$ cat src/rtl/evq_pkg.sv
package evq_pkg;

    typedef enum logic [1:0] {
        CQ_CLEAR  = 2'd0,
        CQ_READY  = 2'd1,
        CQ_LOOKUP = 2'd2
    } cq_state_t;

endpackage

$ cat src/rtl/evq_ram.sv
module evq_ram #(
    parameter int DEPTH = 16,
    parameter int WIDTH = 32,
    localparam int AW = $clog2(DEPTH)
) (
    input  logic             clk,
    input  logic             we,
    input  logic [AW-1:0]    waddr,
    input  logic [WIDTH-1:0] wdata,
    input  logic             re,
    input  logic [AW-1:0]    raddr,
    output logic [WIDTH-1:0] rdata
);

    logic [WIDTH-1:0] store [DEPTH];

    // Read-before-write: a same-edge read returns the old word.
    always_ff @(posedge clk) begin
        if (we) begin
            store[waddr] <= wdata;
        end
        if (re) begin
            rdata <= store[raddr];
        end
    end

endmodule

$ cat src/rtl/evq_producer.sv
module evq_producer #(
    parameter int DEPTH   = 16,
    parameter int ENTRY_W = 32,
    localparam int AW     = $clog2(DEPTH),
    localparam int EVT_W  = ENTRY_W - 1
) (
    input  logic               clk,
    input  logic               rst_n,
    input  logic               enable,
    input  logic               push_valid,
    input  logic [EVT_W-1:0]   push_event,
    input  logic [AW-1:0]      cons_idx,
    input  logic               cons_tog,
    output logic               push_accept,
    output logic               full,
    output logic               wr_en,
    output logic [AW-1:0]      wr_addr,
    output logic [ENTRY_W-1:0] wr_data
);

    localparam logic [AW-1:0] IDX_LAST = AW'(DEPTH - 1);

    logic [AW-1:0] prod_idx;
    logic          prod_gen;

    // Producer has lapped the consumer when indices meet and the
    // generation it writes equals the polarity the consumer treats as stale.
    always_comb begin
        full        = (prod_idx == cons_idx) && (prod_gen == cons_tog);
        push_accept = enable && push_valid && !full;
        wr_en       = push_accept;
        wr_addr     = prod_idx;
        wr_data     = {prod_gen, push_event};
    end

    always_ff @(posedge clk) begin
        if (!rst_n) begin
            prod_idx <= '0;
            prod_gen <= 1'b1;
        end else if (push_accept) begin
            prod_idx <= prod_idx + AW'(1);
            if (prod_idx == IDX_LAST) begin
                prod_gen <= ~prod_gen;
            end
        end
    end

    AST_NO_OVERRUN: assert property (@(posedge clk) disable iff (!rst_n)
        full |=> (prod_idx == $past(prod_idx)));

    AST_GEN_FLIP_AT_WRAP: assert property (@(posedge clk) disable iff (!rst_n)
        !$stable(prod_gen) |-> (prod_idx == '0));

endmodule

$ cat src/rtl/evq_consumer.sv
module evq_consumer
    import evq_pkg::*;
#(
    parameter int DEPTH   = 16,
    parameter int ENTRY_W = 32,
    localparam int AW     = $clog2(DEPTH),
    localparam int EVT_W  = ENTRY_W - 1
) (
    input  logic               clk,
    input  logic               rst_n,
    input  logic               rd_req,
    input  logic               rd_peek,
    output logic               rd_ready,
    output logic               clearing,
    output logic               ram_re,
    output logic [AW-1:0]      ram_raddr,
    input  logic [ENTRY_W-1:0] ram_rdata,
    output logic               clr_we,
    output logic [AW-1:0]      clr_addr,
    output logic [AW-1:0]      cons_idx,
    output logic               cons_tog,
    output logic               rsp_valid,
    output logic [ENTRY_W-1:0] rsp_data
);

    localparam logic [AW-1:0] IDX_LAST = AW'(DEPTH - 1);

    cq_state_t     state_q, state_d;
    logic [AW-1:0] clr_cnt;
    logic          op_pop;
    logic          entry_hit;

    // State register
    always_ff @(posedge clk) begin
        if (!rst_n) begin
            state_q <= CQ_CLEAR;
        end else begin
            state_q <= state_d;
        end
    end

    // Transitions: CLEAR_DONE, ACCEPT, RESPOND
    always_comb begin
        state_d = state_q;
        unique case (state_q)
            CQ_CLEAR:  if (clr_cnt == IDX_LAST) state_d = CQ_READY;
            CQ_READY:  if (rd_req)              state_d = CQ_LOOKUP;
            CQ_LOOKUP:                          state_d = CQ_READY;
            default:                            state_d = CQ_CLEAR;
        endcase
    end

    // Outputs of the state machine
    always_comb begin
        clearing  = (state_q == CQ_CLEAR);
        rd_ready  = (state_q == CQ_READY);
        ram_re    = rd_ready && rd_req;
        ram_raddr = cons_idx;
        clr_we    = clearing;
        clr_addr  = clr_cnt;
        entry_hit = (ram_rdata[ENTRY_W-1] != cons_tog);
    end

    // Datapath registers
    always_ff @(posedge clk) begin
        if (!rst_n) begin
            clr_cnt   <= '0;
            op_pop    <= 1'b0;
            cons_idx  <= '0;
            cons_tog  <= 1'b0;
            rsp_valid <= 1'b0;
            rsp_data  <= '0;
        end else begin
            rsp_valid <= 1'b0;
            unique case (state_q)
                CQ_CLEAR: begin
                    clr_cnt <= clr_cnt + AW'(1);
                end
                CQ_READY: begin
                    if (rd_req) begin
                        op_pop <= !rd_peek;
                    end
                end
                CQ_LOOKUP: begin
                    rsp_valid <= 1'b1;
                    rsp_data  <= entry_hit ? {1'b0, ram_rdata[EVT_W-1:0]} : '0;
                    if (entry_hit && op_pop) begin
                        cons_idx <= cons_idx + AW'(1);
                        if (cons_idx == IDX_LAST) begin
                            cons_tog <= ~cons_tog;
                        end
                    end
                end
                default: begin
                    rsp_valid <= 1'b0;
                end
            endcase
        end
    end

    AST_RSP_AFTER_ACCEPT: assert property (@(posedge clk) disable iff (!rst_n)
        (rd_req && rd_ready) |=> (!rd_ready ##1 rsp_valid));

    AST_RSP_PULSE: assert property (@(posedge clk) disable iff (!rst_n)
        rsp_valid |=> !rsp_valid);

    AST_RSP_MSB_CLEAR: assert property (@(posedge clk) disable iff (!rst_n)
        rsp_valid |-> !rsp_data[ENTRY_W-1]);

    AST_PEEK_HOLDS: assert property (@(posedge clk) disable iff (!rst_n)
        (state_q == CQ_LOOKUP && !op_pop) |=> ($stable(cons_idx) && $stable(cons_tog)));

    AST_EMPTY_NO_ADVANCE: assert property (@(posedge clk) disable iff (!rst_n)
        (state_q == CQ_LOOKUP && ram_rdata[ENTRY_W-1] == cons_tog) |=> $stable(cons_idx));

    AST_EMPTY_ZERO: assert property (@(posedge clk) disable iff (!rst_n)
        (state_q == CQ_LOOKUP && ram_rdata[ENTRY_W-1] == cons_tog) |=> (rsp_data == '0));

    AST_TOG_AT_WRAP: assert property (@(posedge clk) disable iff (!rst_n)
        !$stable(cons_tog) |-> (cons_idx == '0));

endmodule

$ cat src/rtl/evq_top.sv
module evq_top #(
    parameter int DEPTH   = 16,
    parameter int ENTRY_W = 32,
    localparam int AW     = $clog2(DEPTH),
    localparam int EVT_W  = ENTRY_W - 1
) (
    input  logic               clk,
    input  logic               rst_n,
    input  logic               push_valid,
    input  logic [EVT_W-1:0]   push_event,
    output logic               push_accept,
    output logic               full,
    input  logic               rd_req,
    input  logic               rd_peek,
    output logic               rd_ready,
    output logic               rsp_valid,
    output logic [ENTRY_W-1:0] rsp_data
);

    generate
        if (DEPTH < 2 || (DEPTH & (DEPTH - 1)) != 0) begin : g_bad_depth
            $error("evq_top: DEPTH must be a power of two of at least 2");
        end
    endgenerate

    logic               clearing;
    logic               ram_re;
    logic [AW-1:0]      ram_raddr;
    logic [ENTRY_W-1:0] ram_rdata;
    logic               clr_we;
    logic [AW-1:0]      clr_addr;
    logic [AW-1:0]      cons_idx;
    logic               cons_tog;
    logic               prd_we;
    logic [AW-1:0]      prd_addr;
    logic [ENTRY_W-1:0] prd_data;
    logic               mem_we;
    logic [AW-1:0]      mem_waddr;
    logic [ENTRY_W-1:0] mem_wdata;

    // Write port: the zero-fill owns the RAM until it finishes.
    always_comb begin
        mem_we    = clr_we | prd_we;
        mem_waddr = clearing ? clr_addr : prd_addr;
        mem_wdata = clearing ? '0 : prd_data;
    end

    evq_ram #(.DEPTH(DEPTH), .WIDTH(ENTRY_W)) u_ram (
        .clk   (clk),
        .we    (mem_we),
        .waddr (mem_waddr),
        .wdata (mem_wdata),
        .re    (ram_re),
        .raddr (ram_raddr),
        .rdata (ram_rdata)
    );

    evq_producer #(.DEPTH(DEPTH), .ENTRY_W(ENTRY_W)) u_prod (
        .clk         (clk),
        .rst_n       (rst_n),
        .enable      (!clearing),
        .push_valid  (push_valid),
        .push_event  (push_event),
        .cons_idx    (cons_idx),
        .cons_tog    (cons_tog),
        .push_accept (push_accept),
        .full        (full),
        .wr_en       (prd_we),
        .wr_addr     (prd_addr),
        .wr_data     (prd_data)
    );

    evq_consumer #(.DEPTH(DEPTH), .ENTRY_W(ENTRY_W)) u_cons (
        .clk       (clk),
        .rst_n     (rst_n),
        .rd_req    (rd_req),
        .rd_peek   (rd_peek),
        .rd_ready  (rd_ready),
        .clearing  (clearing),
        .ram_re    (ram_re),
        .ram_raddr (ram_raddr),
        .ram_rdata (ram_rdata),
        .clr_we    (clr_we),
        .clr_addr  (clr_addr),
        .cons_idx  (cons_idx),
        .cons_tog  (cons_tog),
        .rsp_valid (rsp_valid),
        .rsp_data  (rsp_data)
    );

    AST_CLEAR_NO_PUSH: assert property (@(posedge clk) disable iff (!rst_n)
        clearing |-> (!push_accept && !rd_ready));

    AST_NO_WRITE_CLASH: assert property (@(posedge clk) disable iff (!rst_n)
        !(clr_we && prd_we));

endmodule

$ cat config.mk
export PLATFORM = sky130hd
export DESIGN_NAME = evq_top
export DESIGN_NICKNAME = d
export VERILOG_FILES = /design/src/rtl/evq_pkg.sv /design/src/rtl/evq_ram.sv /design/src/rtl/evq_producer.sv /design/src/rtl/evq_consumer.sv /design/src/rtl/evq_top.sv
export SDC_FILE = /design/constraint.sdc
export NUM_CORES = 1
export LEC_CHECK = 0
export BUFFER_PORTS_ARGS = -buffer_cell sky130_fd_sc_hd__buf_2
export CELL_PAD_IN_SITES_DETAIL_PLACEMENT = 0
export CELL_PAD_IN_SITES_GLOBAL_PLACEMENT = 2
export CORE_MARGIN = 8
export CORE_UTILIZATION = 52
export DETAILED_ROUTE_END_ITERATION = 10
export PLACE_DENSITY_LB_ADDON = 0.1
export SLEW_MARGIN = 20
export SYNTH_ARGS = -nofsm -noshare
export SYNTH_HDL_FRONTEND = slang
export SYNTH_SLANG_ARGS = --single-unit
$ cat constraint.sdc
create_clock -name clk -period 5.8 [get_ports clk]
set_input_delay 0.87 -clock clk [delete_from_list [all_inputs] [get_ports clk]]
set_output_delay 0.87 -clock clk [all_outputs]
set_load 0.05 [all_outputs]
After elaboration in Yosys (flattened, before gate mapping)
Memories as Yosys holds them, arrays and structs flattened. A register that Yosys moved wholly into a read port is not among the register bits.
Index checks and enable logic that the tools add are counted.
{ "word_totals": {"register_bits": 50, "ram_bits": 512, "inputBits": 36, "out_inout_bits": 36, "word_cells": 49, "n_memories": 1} }
{ "classes": {"addsub": 3, "eq_ne": 10, "n_mux": 9, "bitwise_logic": 3, "n_reduce_logical": 14} }
{ "mem_list": {"columns": ["memory", "depth", "width", "read_ports", "rd_ports_with_merged_regs", "wr", "line", "rtl"], "rows": [
  ["u_ram.store", 16, 32, 1, 1, 1, "evq_ram.sv:15", "logic [WIDTH-1:0] store [DEPTH];"]
]} }
{ "op_table": {"columns": ["op", "count"], "rows": [
  ["$mux W32", 1],
  ["$mux W31", 1],
  ["$add A4 B1 Y4 const B", 3],
  ["$eq A4 B4 Y1 const B", 3],
  ["$reduce_and A2 Y1", 4],
  ["$pmux W2 S3", 1],
  ["$logic_and A1 B1 Y1", 5],
  ["$eq A4 B4 Y1", 1],
  ["$mux W2", 2],
  ["$mux W4", 1],
  ["$logic_not A1 Y1", 3],
  ["$mux W1", 3],
  ["$reduce_and A3 Y1", 1],
  ["$eq A2 B1 Y1 const B", 1],
  ["$eq A2 B2 Y1 const B", 1],
  ["$logic_not A2 Y1", 1],
  ["$ne A2 B1 Y1 const B", 1],
  ["$ne A2 B2 Y1 const B", 1],
  ["$not A1 Y1", 2],
  ["$eq A1 B1 Y1", 1],
  ["$ne A1 B1 Y1", 1],
  ["$or A1 B1 Y1", 1]
]} }

Logic depth before layout (Yosys ltp)
Gate-level depths: netlist (run 1).
{ "depth": {"word_depth": 7, "ltp_mapped": 6, "mapped_depth_nobuf": 4} }

Hierarchy
Synthesis (run 1) repeated with hierarchy kept, for this count alone.
{ "hier_totals": {"hier_cells": 1163, "area_unflattened_um2": 22808.1} }
{ "modules_own_cells": {"columns": ["mod", "n_inst", "cells_each", "area_each_um2", "seq_area_each_um2"], "rows": [
  ["evq_ram", 1, 838, 20174.3, 16335.7],
  ["evq_consumer", 1, 211, 1737.9, 880.8],
  ["evq_producer", 1, 72, 580.6, 100.1],
  ["evq_top", 1, 42, 315.3, 0.0]
]} }

Least setup slack after synthesis (run 1)
No wires, ideal clock.
{ "synth_timing": {"path_kind": "input port to flip-flop", "startpoint": "input port push_valid", "endpoint": "memory u_ram.store[4][0], enable pin", "setup_ps": 432, "arrival_ps": 3079, "t_required_ps": 5368, "path_slack_ps": 2289, "path_stages": 4, "n_path_buf": 0, "cell_sequence": "o21ai_1 -> nor3b_1 -> o21ai_0 -> a21oi_1"} }
{ "synth_via": {"elab_chain_cells": 5} }
{ "synth_rtl": {"columns": ["element", "line", "rtl"], "rows": [
  ["start: declaration", "evq_top.sv:9", "input logic push_valid,"],
  ["$logic_and A1 B1 Y1 (2 in a row)", "evq_producer.sv:30", "push_accept = enable && push_valid && !full;"],
  ["$or A1 B1 Y1", "evq_top.sv:43", "mem_we = clr_we | prd_we;"],
  ["$mux W1", "evq_ram.sv:19", "if (we) begin"],
  ["$mux W1 (implied by the code)", "evq_ram.sv:20", "store[waddr] <= wdata;"],
  ["end: declaration", "evq_ram.sv:15", null]
]} }
Every way passes these cells.

Worst setup path in the final report (run 1)
{ "layout_timing": {"startpoint": "register u_cons.cons_idx[1]", "endpoint": "output port push_accept"} }
{ "layout_via": {"elab_chain_cells": 4} }
{ "layout_rtl": {"columns": ["element", "line", "rtl"], "rows": [
  ["start: declaration", "evq_consumer.sv:20", "output logic [AW-1:0] cons_idx,"],
  ["start signal: assignment", "evq_consumer.sv:88", "cons_idx <= cons_idx + AW'(1);"],
  ["$eq A4 B4 Y1", "evq_producer.sv:29", "full = (prod_idx == cons_idx) && (prod_gen == cons_tog);"],
  ["$logic_and A1 B1 Y1", "evq_producer.sv:29", null],
  ["$logic_not A1 Y1", "evq_producer.sv:30", null],
  ["$logic_and A1 B1 Y1", "evq_producer.sv:30", null],
  ["end: declaration", "evq_top.sv:11", "output logic push_accept,"]
]} }
Every way passes these cells.

==> key figures, run 1 <==
Power
  – Cell Pwr Density: 346 mW/mm^2
  – Net load switching power: 0.00175 W
  – Sequential power share: 52.4%
  – Leak: 8.32 nW
  – Sw Ratio: 19.4%
  – Int Pwr: 0.00728 W
  – Worst vdd ir: 0.247 mV
  – Comb pwr share: 2.4%
  – Clock Power Share: 45.3%

Clock network
  – Setup bufs post-CTS: 0
  – Clock sinks: 593
  – # hold bufs at CTS: 0
  – Cts bufs inserted: 59
  – Clk slew on worst S/H paths: 60 ps
  – Root Buffer: clkbuf_16
  – Worst skew pair latency: 610 ps
  – Resized Gates After CTS: 0
  – Clk buf depth: 3
  – H-tree depth: 2
  – TritonCTS clock tree: built

Final layout
  – Nets: 1262
  – Most common cell after layout, fill and taps aside: edfxtp_1
  – Number of fill cells: 3146
  – # diodes: 0
  – Layout overhead on the synthesized area: 14.6%
  – Layout cells sized above 1: 28.9%
  – Commonest cells after routing, fill and taps aside: edfxtp_1, mux4_2, buf_2

STA
  – Final hold slack: 441 ps
  – Slew @ Worst Pin: 1110 ps
  – Slew Limit Headroom: 25.9%
  – TNS Setup: 0 ps
  – FMAX: 283 MHz
  – Final setup fails: 0
  – Clock period minus worst slack: 3530 ps
  – Period utilization: 60.9%
  – Clock skew: 16.6 ps
  – Max-slew violations: 0
  – RSZ-0062 raised after global routing: false
  – Count of final hold-check violations: 0

Synth
  – Avg Inst Size Synth: 20.2 um^2
  – Syn nets: 1169
  – #FFs+latches synth: 593
  – Seq/Total Area, Yosys: 76.0%
  – Cell variety after synth: 42
  – Mapped Cells: 1130
  – Mapped Area: 0.0228 mm^2
  – Post-synth EDFFs: 544
  – Prevailing post-synth register cell: edfxtp_1
  – Fraction of registers with async set/reset: 0%
  – Ys Warns: 0

Route
  – Antenna Violating Nets Remaining: 0
  – Initial DRC Count: 869
  – Pre-antenna DRT Iters: 5
  – Via count: 11.0k
  – Post-Route WL: 50400 um
  – DRC viols: 0
  – Wire length per cell: 27.1 um
  – Via density: 5.94

Hold path
  – Worst hold path depth: 2
  – Critical hold path startpoint: rd_peek
  – Hold Crit Class: in2reg
  – Hold EP: u_cons.op_pop

Placed design
  – DP HPWL: 27300 um
  – Port bufs: 70
  – Routability Congestion: 0.715

Critical path
  – Arr. time, crit path: 2660 ps
  – CP Capture Type: output port
  – CP required: 4930 ps
  – Slowest CP cell: dfxtp_4
  – R2r setup slk: 2570 ps
  – Worst r2r dst: u_ram.store[4][22]
  – Setup CP Type: reg2out
  – Delay of the slowest critical-path stage: 960 ps
  – FF-to-FF path depth: 5
  – CP startpoint: u_cons.cons_idx[1]
  – CP Max Fanout: 71
  – CP Launch Type: flip-flop
  – FF-to-FF Start: u_cons.state_q[1]
  – Worst-path cell chain: xnor2_1 -> and3_4 -> a21oi_1 -> buf_2

Floorplan
  – Die area: 0.0508 mm^2
  – Width of the die: 225 um
  – Core Rows: 76
  – Die height: 225 um
  – Core area: 0.0432 mm^2
  – I/O Pins: 72
  – Initial Utilization: 52.8%

Run status
  – Status: finished clean

Global route
  – Number of global-route vias before repair: 11.5k
  – First-pass GRT wire length: 75400 um
  – Initial antenna violation count: 0
  – Pin count of the biggest net entering global routing: 79
  – GR Util All Layers: 20.2%
  – Grt ovf: 0

Flow run
  – Max_cap viols: 0
[per-stage QoR]
| stage | power, W | utilization, % | setup slack, ps | cells | cell area, um^2 |
|---|---|---|---|---|---|
| finish | 0.00903 | 60.5 | 2270 | 1857 | 26100 |
| global route | 0.00928 | 60.5 | 2060 | 1857 | 26100 |
| CTS | 0.00910 | 60.4 | 2150 | 1856 | 26100 |
| detailed placement | 0.00504 | 55.5 | 2460 | 1746 | 24000 |
| global placement | 0.00503 | 55.5 | 2470 | 1746 | 23900 |
| floorplan | 0.00494 | - | 2290 | 1130 | 22800 |
[power groups by stage]
stage	combinational (W)	clock, W	sequential [W]
after CTS	0.000221	0.00416	0.00473
after detailed placement	0.000220	0	0.00482
after global routing	0.000236	0.00431	0.00473
after floorplan	0.000133	0	0.00481
after global placement	0.000215	0	0.00481
final	0.000216	0.00409	0.00473
[logic make-up (layout without fill, tap and decap cells)]
kind of cell | count (synthesis) | after routing | share of synthesized area (%)
xor gates and xnor gates | 11 | 11 | 0.423
muxes | 167 | 167 | 14.4
buffers and inverters | 73 | 215 | 1.73
adders and majority gates | 3 | 3 | 0.165
and+or+nand+nor | 152 | 152 | 3.62
other | 1 | 1 | 0.0165
DFF | 593 | 593 | 76.0
AOI/OAI and AO/OA | 130 | 130 | 3.72
[worst max path at each step]
| stage | slack [ps] | cells after the start | to |
|---|---|---|---|
| final | 2270 | 4 | push_accept |
| after global routing | 2060 | 4 | push_accept |
| after CTS | 2150 | 4 | push_accept |
| after detailed placement | 2460 | 7 | u_ram.store[4][20] |
| after global placement | 2470 | 7 | u_ram.store[10][14] |
| after floorplan | 2290 | 4 | u_ram.store[4][0] |
[metal layers]
metal | vias up | wire, um | GRT usage (%)
met5 | - | 0 | 0
met4 | 0 | 1010 | 5.77
met3 | 73 | 2370 | 2.81
met2 | 315 | 25300 | 33.6
met1 | 5861 | 21800 | 27.8
li1 | 4790 | - | -
[cell usage after synthesis, drive strengths merged (5+ instances only)]
library cell  instances  area [um^2]
a211oi               34          255
a21oi                51          255
a22oi                31          233
buf                  37          260
clkbuf               32          120
dfxtp                49          981
edfxtp              544        16300
mux2i                38          380
mux4                128         2880
nand2                12         45.0
nand2b                6         37.5
nor2                 45          169
nor2b                65          407
nor3b                 5         42.5
o21ai                 7         35.0
xnor2                 7         61.3
[flip-flops by register name, indices dropped and copies added (netlist names)]
name,count
u_ram.store,512
u_ram.rdata,32
u_cons.rsp_data,31
u_cons.clr_addr,4
u_cons.cons_idx,4
u_prod.wr_addr,4
u_cons.state_q,2
u_cons.cons_tog,1
u_cons.op_pop,1
u_cons.rsp_valid,1
u_prod.prod_gen,1
[layout make-up]
class                           count  area (um^2)  area share, %
Timing Repair Buffer              101          616           2.36
Inverter                            4         15.0         0.0575
Tap cell                          585          732           2.80
Clock inverter                     45          562           2.15
Multi-Input combinational cell    464         5320           20.4
Clock buffer                       65         1540           5.90
Sequential cell                   593        17300           66.4
[worst max-delay path, delay by kind of cell (launching register included)]
kind / cells / cell delay [ps]
buf+inv: 1 / 340
xor+xnor: 1 / 200
compound gates: 1 / 330
simple gates: 1 / 220
flops: 1 / 960
Note: power is estimated with default switching activity, not from simulation.
==> inputs of run 2 (changes only) <==
Settings changed: ABC_AREA set to 1, CORE_UTILIZATION 52 to 39.
Clock period 5.8 ns to 3.08 ns, I/O delays scaled along.
==> run 2 against run 1 <==
  * Global-route usage down 0.75 points
  * Worst hold slack lost 370 ps
  * Register-to-register slack got worse by 2000 ps
  * Sequential share of layout area is 1.8 points lower
  * Flip-flop and latch count unchanged
  * First-iteration DRC count up 36%
  * Sequential power up 88%
  * Clock skew is 4.7 ps higher
  * Setup slack lost 1700 ps
  * Largest power group unchanged
==> key figures, run 2 <==
Synth
  – Simple-gate share of the synthesized area: 10.9%
  – Prevailing post-synth register cell: edfxtp_1
  – Seq/Total Area, Yosys: 74.8%
  – Ranking of synthesized cells by area: edfxtp_1, nor2_1, o21ai_0
  – Mapped Cells: 1859
  – Syn nets: 1898
  – Largest family of logic cells by synthesized area: simple AND/OR/NAND/NOR gates
  – Synth Area in Compound Gates: 10.5%
  – Mapped Area: 0.0232 mm^2
  – Most common cell in the netlist: edfxtp_1
  – Post-synth top cells: edfxtp_1, nor2_1, o21ai_0
  – #FFs+latches synth: 593
  – Post-synth EDFFs: 544
  – Ys Warns: 0
  – Mux share of post-synthesis cell area: 0%
  – Cell variety after synth: 33
  – Adder-Cell Fraction of Synth Area: 0.162%
  – Avg Inst Size Synth: 12.5 um^2
  – XOR/XNOR Fraction of Synth Area: 0.151%
  – Synth top area share: 70.5%
  – Cell taking the most area after synthesis: edfxtp_1
  – Fraction of registers with async set/reset: 0%

Clock network
  – Resized Gates After CTS: 0
  – Setup bufs post-CTS: 0
  – Root Buffer: clkbuf_16
  – Clk slew on worst S/H paths: 60 ps
  – Clk buf depth: 3
  – Clock sinks: 593
  – # hold bufs at CTS: 0
  – Worst skew pair latency: 590 ps
  – H-tree depth: 3
  – Cts bufs inserted: 67
  – TritonCTS clock tree: built

Floorplan
  – Initial Utilization: 39.3%
  – Die area: 0.0674 mm^2
  – Die height: 260 um
  – I/O Pins: 72
  – Core area: 0.0589 mm^2
  – Width of the die: 260 um
  – Core Rows: 89

Run status
  – Status: finished clean

Route
  – Post-Route WL: 66100 um
  – Antenna Violating Nets Remaining: 0
  – Via count: 14.8k
  – DRC viols: 0
  – Initial DRC Count: 1179
  – Pre-antenna DRT Iters: 7
  – Wire length per cell: 23.8 um
  – Via density: 5.31

STA
  – RSZ-0062 raised after global routing: false
  – Clock skew: 21.3 ps
  – Slew Limit Headroom: 46.0%
  – Count of final hold-check violations: 0
  – Max-slew violations: 0
  – FMAX: 392 MHz
  – Final setup fails: 0
  – Clock period minus worst slack: 2550 ps
  – Period utilization: 82.7%
  – Slew @ Worst Pin: 809 ps
  – TNS Setup: 0 ps

Critical path
  – Slowest CP cell: dfxtp_4
  – Delay of the slowest critical-path stage: 530 ps
  – CP Capture Type: output port
  – Setup CP Type: reg2out
  – CP required: 2620 ps
  – Worst-path cell chain: inv_2 -> nand2_1 -> nand2_1 -> nor2_1 -> nand3_2 -> nand2_2 -> inv_1 -> buf_2
  – CP Launch Type: flip-flop
  – Arr. time, crit path: 2090 ps
  – CP dominant cell by count: nand2_1
  – FF-to-FF path depth: 8
  – CP Max Fanout: 24

Final layout
  – Commonest cells after routing, fill and taps aside: edfxtp_1, nor2_1, o21ai_0
  – Largest register FFs: 512
  – Layout overhead on the synthesized area: 15.9%
  – Layout cells sized above 1: 13.4%
  – Most common cell after layout, fill and taps aside: edfxtp_1
  – Largest Register: u_ram.store
  – Largest regs: u_ram.store x512, u_ram.rdata x32, u_cons.rsp_data x31
  – Nets: 2000
  – Core Util, Final: 45.6%
  – # diodes: 0

Power
  – Leak: 9.39 nW
  – Cell Pwr Density: 626 mW/mm^2
  – Tot Pwr: 0.0168 W
  – Worst vdd ir: 0.391 mV

Hold path
  – Hold Crit Class: in2reg
  – Worst hold path depth: 2

Global route
  – First-pass GRT wire length: 97200 um
  – Number of global-route vias before repair: 14.2k
  – GR Util All Layers: 19.4%
  – Pin count of the biggest net entering global routing: 140
  – Initial antenna violation count: 1
  – Grt ovf: 0

Placed design
  – Port bufs: 70
  – Routability Congestion: 0.772
  – DP HPWL: 38100 um

Flow run
  – Max_cap viols: 0
-- run 2: cell types whose count changed after synthesis, sizes merged, moves of 34 or more --
cell	previous run	this run
inv	4	64
nor2	45	386
a211oi	34	0
o211ai	1	64
nand3	4	73
o22ai	0	64
mux2i	38	0
nor2b	65	0
mux4	128	0
nand2	12	170
o21ai	7	266
-- run 2: kinds of logic after synthesis --
kind of cell	Yosys count
AND/OR/NAND/NOR	637
flip-flops	593
AO/OA/AOI/OAI	439
buffers and inverters	182
XOR/XNOR	4
adder cells (fa/ha/maj)	3
other	1
-- run 2: power by group --
| part | switching, W | internal, W |
|---|---|---|
| Combinational | 0.000318 | 0.000117 |
| Clock | 0.00310 | 0.00440 |
| Sequential | 0.0000325 | 0.00885 |
| Total | 0.00345 | 0.0134 |
-- run 2: layout make-up --
| cell class | count | area, um^2 |
|---|---|---|
| fillers | 5349 | 32100 |
| flip-flops and latches | 593 | 17300 |
| inverters | 65 | 249 |
| clock buffers | 92 | 1870 |
| clock inverters | 25 | 174 |
| well taps | 773 | 967 |
| repair buffers | 150 | 1100 |
| multi-input cells | 1084 | 5170 |
-- run 2: final timing paths --
| check | endpoint | slack (ps) | from |
|---|---|---|---|
| worst min register to register | u_cons.rsp_data[24] | 460 | u_cons.rsp_data[24] |
| worst max-delay path | push_accept | 530 | u_cons.cons_idx[1] |
| worst min-delay path | u_cons.op_pop | 70 | rd_peek |
| worst max register to register | u_ram.store[0][5] | 560 | u_cons.state_q[1] |
-- run 2: stage by stage --
stage / cells / hold WS [ps] / instance area (um^2) / worst slack (ps)
5_1_grt: 2782 / 56.5 / 26900 / 361
6_report: 2782 / 75.0 / 26900 / 531
2_1_floorplan: 1859 / 448 / 23200 / 149
3_3_place_gp: 2665 / 449 / 24800 / 604
4_1_cts: 2782 / 41.0 / 26900 / 463
3_5_place_dp: 2665 / 455 / 24800 / 556
-- run 2: worst max-delay path: cells and delay by family, from the launching register on --
kind / cells / cell delay [ps]
buf+inv: 3 / 380
flops: 1 / 530
simple gates: 5 / 590
-- run 2: routing by layer --
layer | vias up | GRT usage [%] | part of all wire [%]
li1 | 6878 | - | -
met1 | 7432 | 29.2 | 49
met2 | 392 | 29.1 | 44
met3 | 66 | 3.43 | 5.6
met4 | 0 | 4.65 | 1.5
met5 | - | 0 | 0
==> inputs of run 3 (changes only) <==
Clock period 3.08 ns to 2.25 ns, I/O delays scaled along.
==> run 3 against run 2 <==
  * Flip-flop and latch count unchanged
  * Sequential power increased by 37%
  * Total power up 41%
  * Largest cell class unchanged
  * Sequential share of layout area is 2.6 points lower
  * Setup slack worse by 410 ps
  * Largest power group unchanged
==> key figures, run 3 (same netlist as run 2, synthesis figures left out) <==
Final layout
  – Non-Filler Instances: 2850
  – Largest Register: u_ram.store
  – Layout cells sized above 1: 17.0%
  – # diodes: 0
  – Nets: 2063
  – Largest regs: u_ram.store x512, u_ram.rdata x32, u_cons.rsp_data x31
  – Number of fill cells: 5238
  – Most common cell after layout, fill and taps aside: edfxtp_1
  – Layout overhead on the synthesized area: 20.8%
  – Commonest cells after routing, fill and taps aside: edfxtp_1, nor2_1, o21ai_0
  – Largest register FFs: 512

STA
  – Period utilization: 94.5%
  – Clock period minus worst slack: 2130 ps
  – Slew Limit Headroom: 60.2%
  – Slew @ Worst Pin: 596 ps
  – Final hold slack: 73.7 ps
  – Count of final hold-check violations: 0
  – Max-slew violations: 0
  – RSZ-0062 raised after global routing: false
  – Clock skew: 21.2 ps
  – Final setup fails: 0
  – FMAX: 470 MHz

Clock network
  – Clk slew on worst S/H paths: 60 ps
  – H-tree depth: 3
  – Root Buffer: clkbuf_16
  – Worst skew pair latency: 590 ps
  – Clock sinks: 593
  – TritonCTS clock tree: built
  – Clk buf depth: 3
  – Cts bufs inserted: 66

Route
  – Via count: 15.0k
  – Post-Route WL: 66600 um
  – DRC viols: 0
  – Antenna Violating Nets Remaining: 0
  – Via density: 5.25
  – Pre-antenna DRT Iters: 5
  – Initial DRC Count: 1189
  – Wire length per cell: 23.4 um

Power
  – Cell Pwr Density: 849 mW/mm^2
  – Worst vdd ir: 0.621 mV
  – Leak: 9.90 nW

Floorplan
  – Initial Utilization: 39.3%
  – Die area: 0.0674 mm^2
  – Die height: 260 um
  – Core Rows: 89
  – I/O Pins: 72
  – Core area: 0.0589 mm^2
  – Width of the die: 260 um

Critical path
  – Setup CP Type: reg2reg
  – CP Max Fanout: 5
  – CP Capture Type: flip-flop
  – CP required: 2560 ps
  – Arr. time, crit path: 2430 ps
  – CP Launch Type: flip-flop

Global route
  – GR Util All Layers: 19.5%
  – Number of global-route vias before repair: 14.7k
  – Initial antenna violation count: 1
  – Pin count of the biggest net entering global routing: 107
  – Grt ovf: 0
  – First-pass GRT wire length: 98100 um

Flow run
  – Max_cap viols: 0

Hold path
  – Hold Crit Class: in2reg

Placed design
  – DP HPWL: 39900 um
  – Routability Congestion: 0.770
  – Placed cells: 2710
  – Port bufs: 70

Run status
  – Status: finished clean
==> run 3: cell types whose count changed in the layout (fill, tap and decap cells not counted), sizes merged <==
cell	change
buf	+60
bufinv	+5
clkbuf	-4
clkinv	+3
clkinvlp	+2
dlygate4sd3	+1
inv	+1
==> run 3: through the flow <==
| step | TNS (ps) | instance area, um^2 | setup slack, ps | power [W] | utilization, % |
|---|---|---|---|---|---|
| 2_1_floorplan | -62140 | 23200 | -200 | 0.0127 | - |
| 3_3_place_gp | 0 | 25500 | 31.4 | 0.0130 | 43.3 |
| 3_5_place_dp | 0 | 25500 | 10.3 | 0.0131 | 43.3 |
| 4_1_cts | 0 | 27700 | 4.39 | 0.0240 | 47.0 |
| 5_1_grt | 0 | 28000 | 13.4 | 0.0245 | 47.5 |
| 6_report | 0 | 28000 | 124 | 0.0238 | 47.5 |
==> run 3: what timing repair did <==
action | in CTS | in global routing
pin swaps | 1 | 5
gates resized for setup | 4 | 12
cloned | 0 | 3
endpoints found under the setup margin | 16 | 428
buffers inserted | 0 | 15
hold endpoints to repair | 1 | 0
hold buffers | 1 | 0
==> run 3: final timing paths <==
| kind | cells after the start | to | slack, ps | from |
|---|---|---|---|---|
| setup / recovery | 12 | u_ram.store[2][6] | 120 | u_cons.state_q[0] |
| hold / removal | 4 | u_cons.state_q[0] | 70 | rd_req |
| setup reg to reg | 12 | u_ram.store[2][6] | 120 | u_cons.state_q[0] |
| hold reg to reg | 2 | u_cons.rsp_data[24] | 460 | u_cons.rsp_data[24] |
==> run 3: cell type report <==
type	instances	area, um^2	area share (%)
inverters	65	253	0.903
repair buffers	214	2040	7.31
well taps	773	967	3.46
multi-input cells	1084	5190	18.5
clock buffers	85	1800	6.45
flip-flops and latches	593	17300	61.9
clock inverters	36	397	1.42
==> run 3: power breakdown <==
| group | total [W] | switching [W] | internal (W) |
|---|---|---|---|
| registers | 0.0122 | 0.0000475 | 0.0121 |
| clock network | 0.0109 | 0.00438 | 0.00651 |
| logic | 0.000715 | 0.000458 | 0.000258 |
| total | 0.0238 | 0.00489 | 0.0189 |
==> run 3: metal layers <==
metal,GRT usage [%],vias up,wire (um)
li1,-,7028,-
met1,29.3,7497,32600
met2,28.4,355,28900
met3,4.25,84,3760
met4,4.65,0,1310
met5,0,-,0
==> run 3: worst max-delay path, cell delays in order, from the launching register on <==
cell     delay, ps
dfxtp_1        340
nor2_4         190
inv_2           80
or2_1          240
o21ai_2        110
nand2_1        100
inv_1           60
nand2_1        100
buf_4          160
nor2_4         120
buf_12         140
buf_4          110
buf_4          100
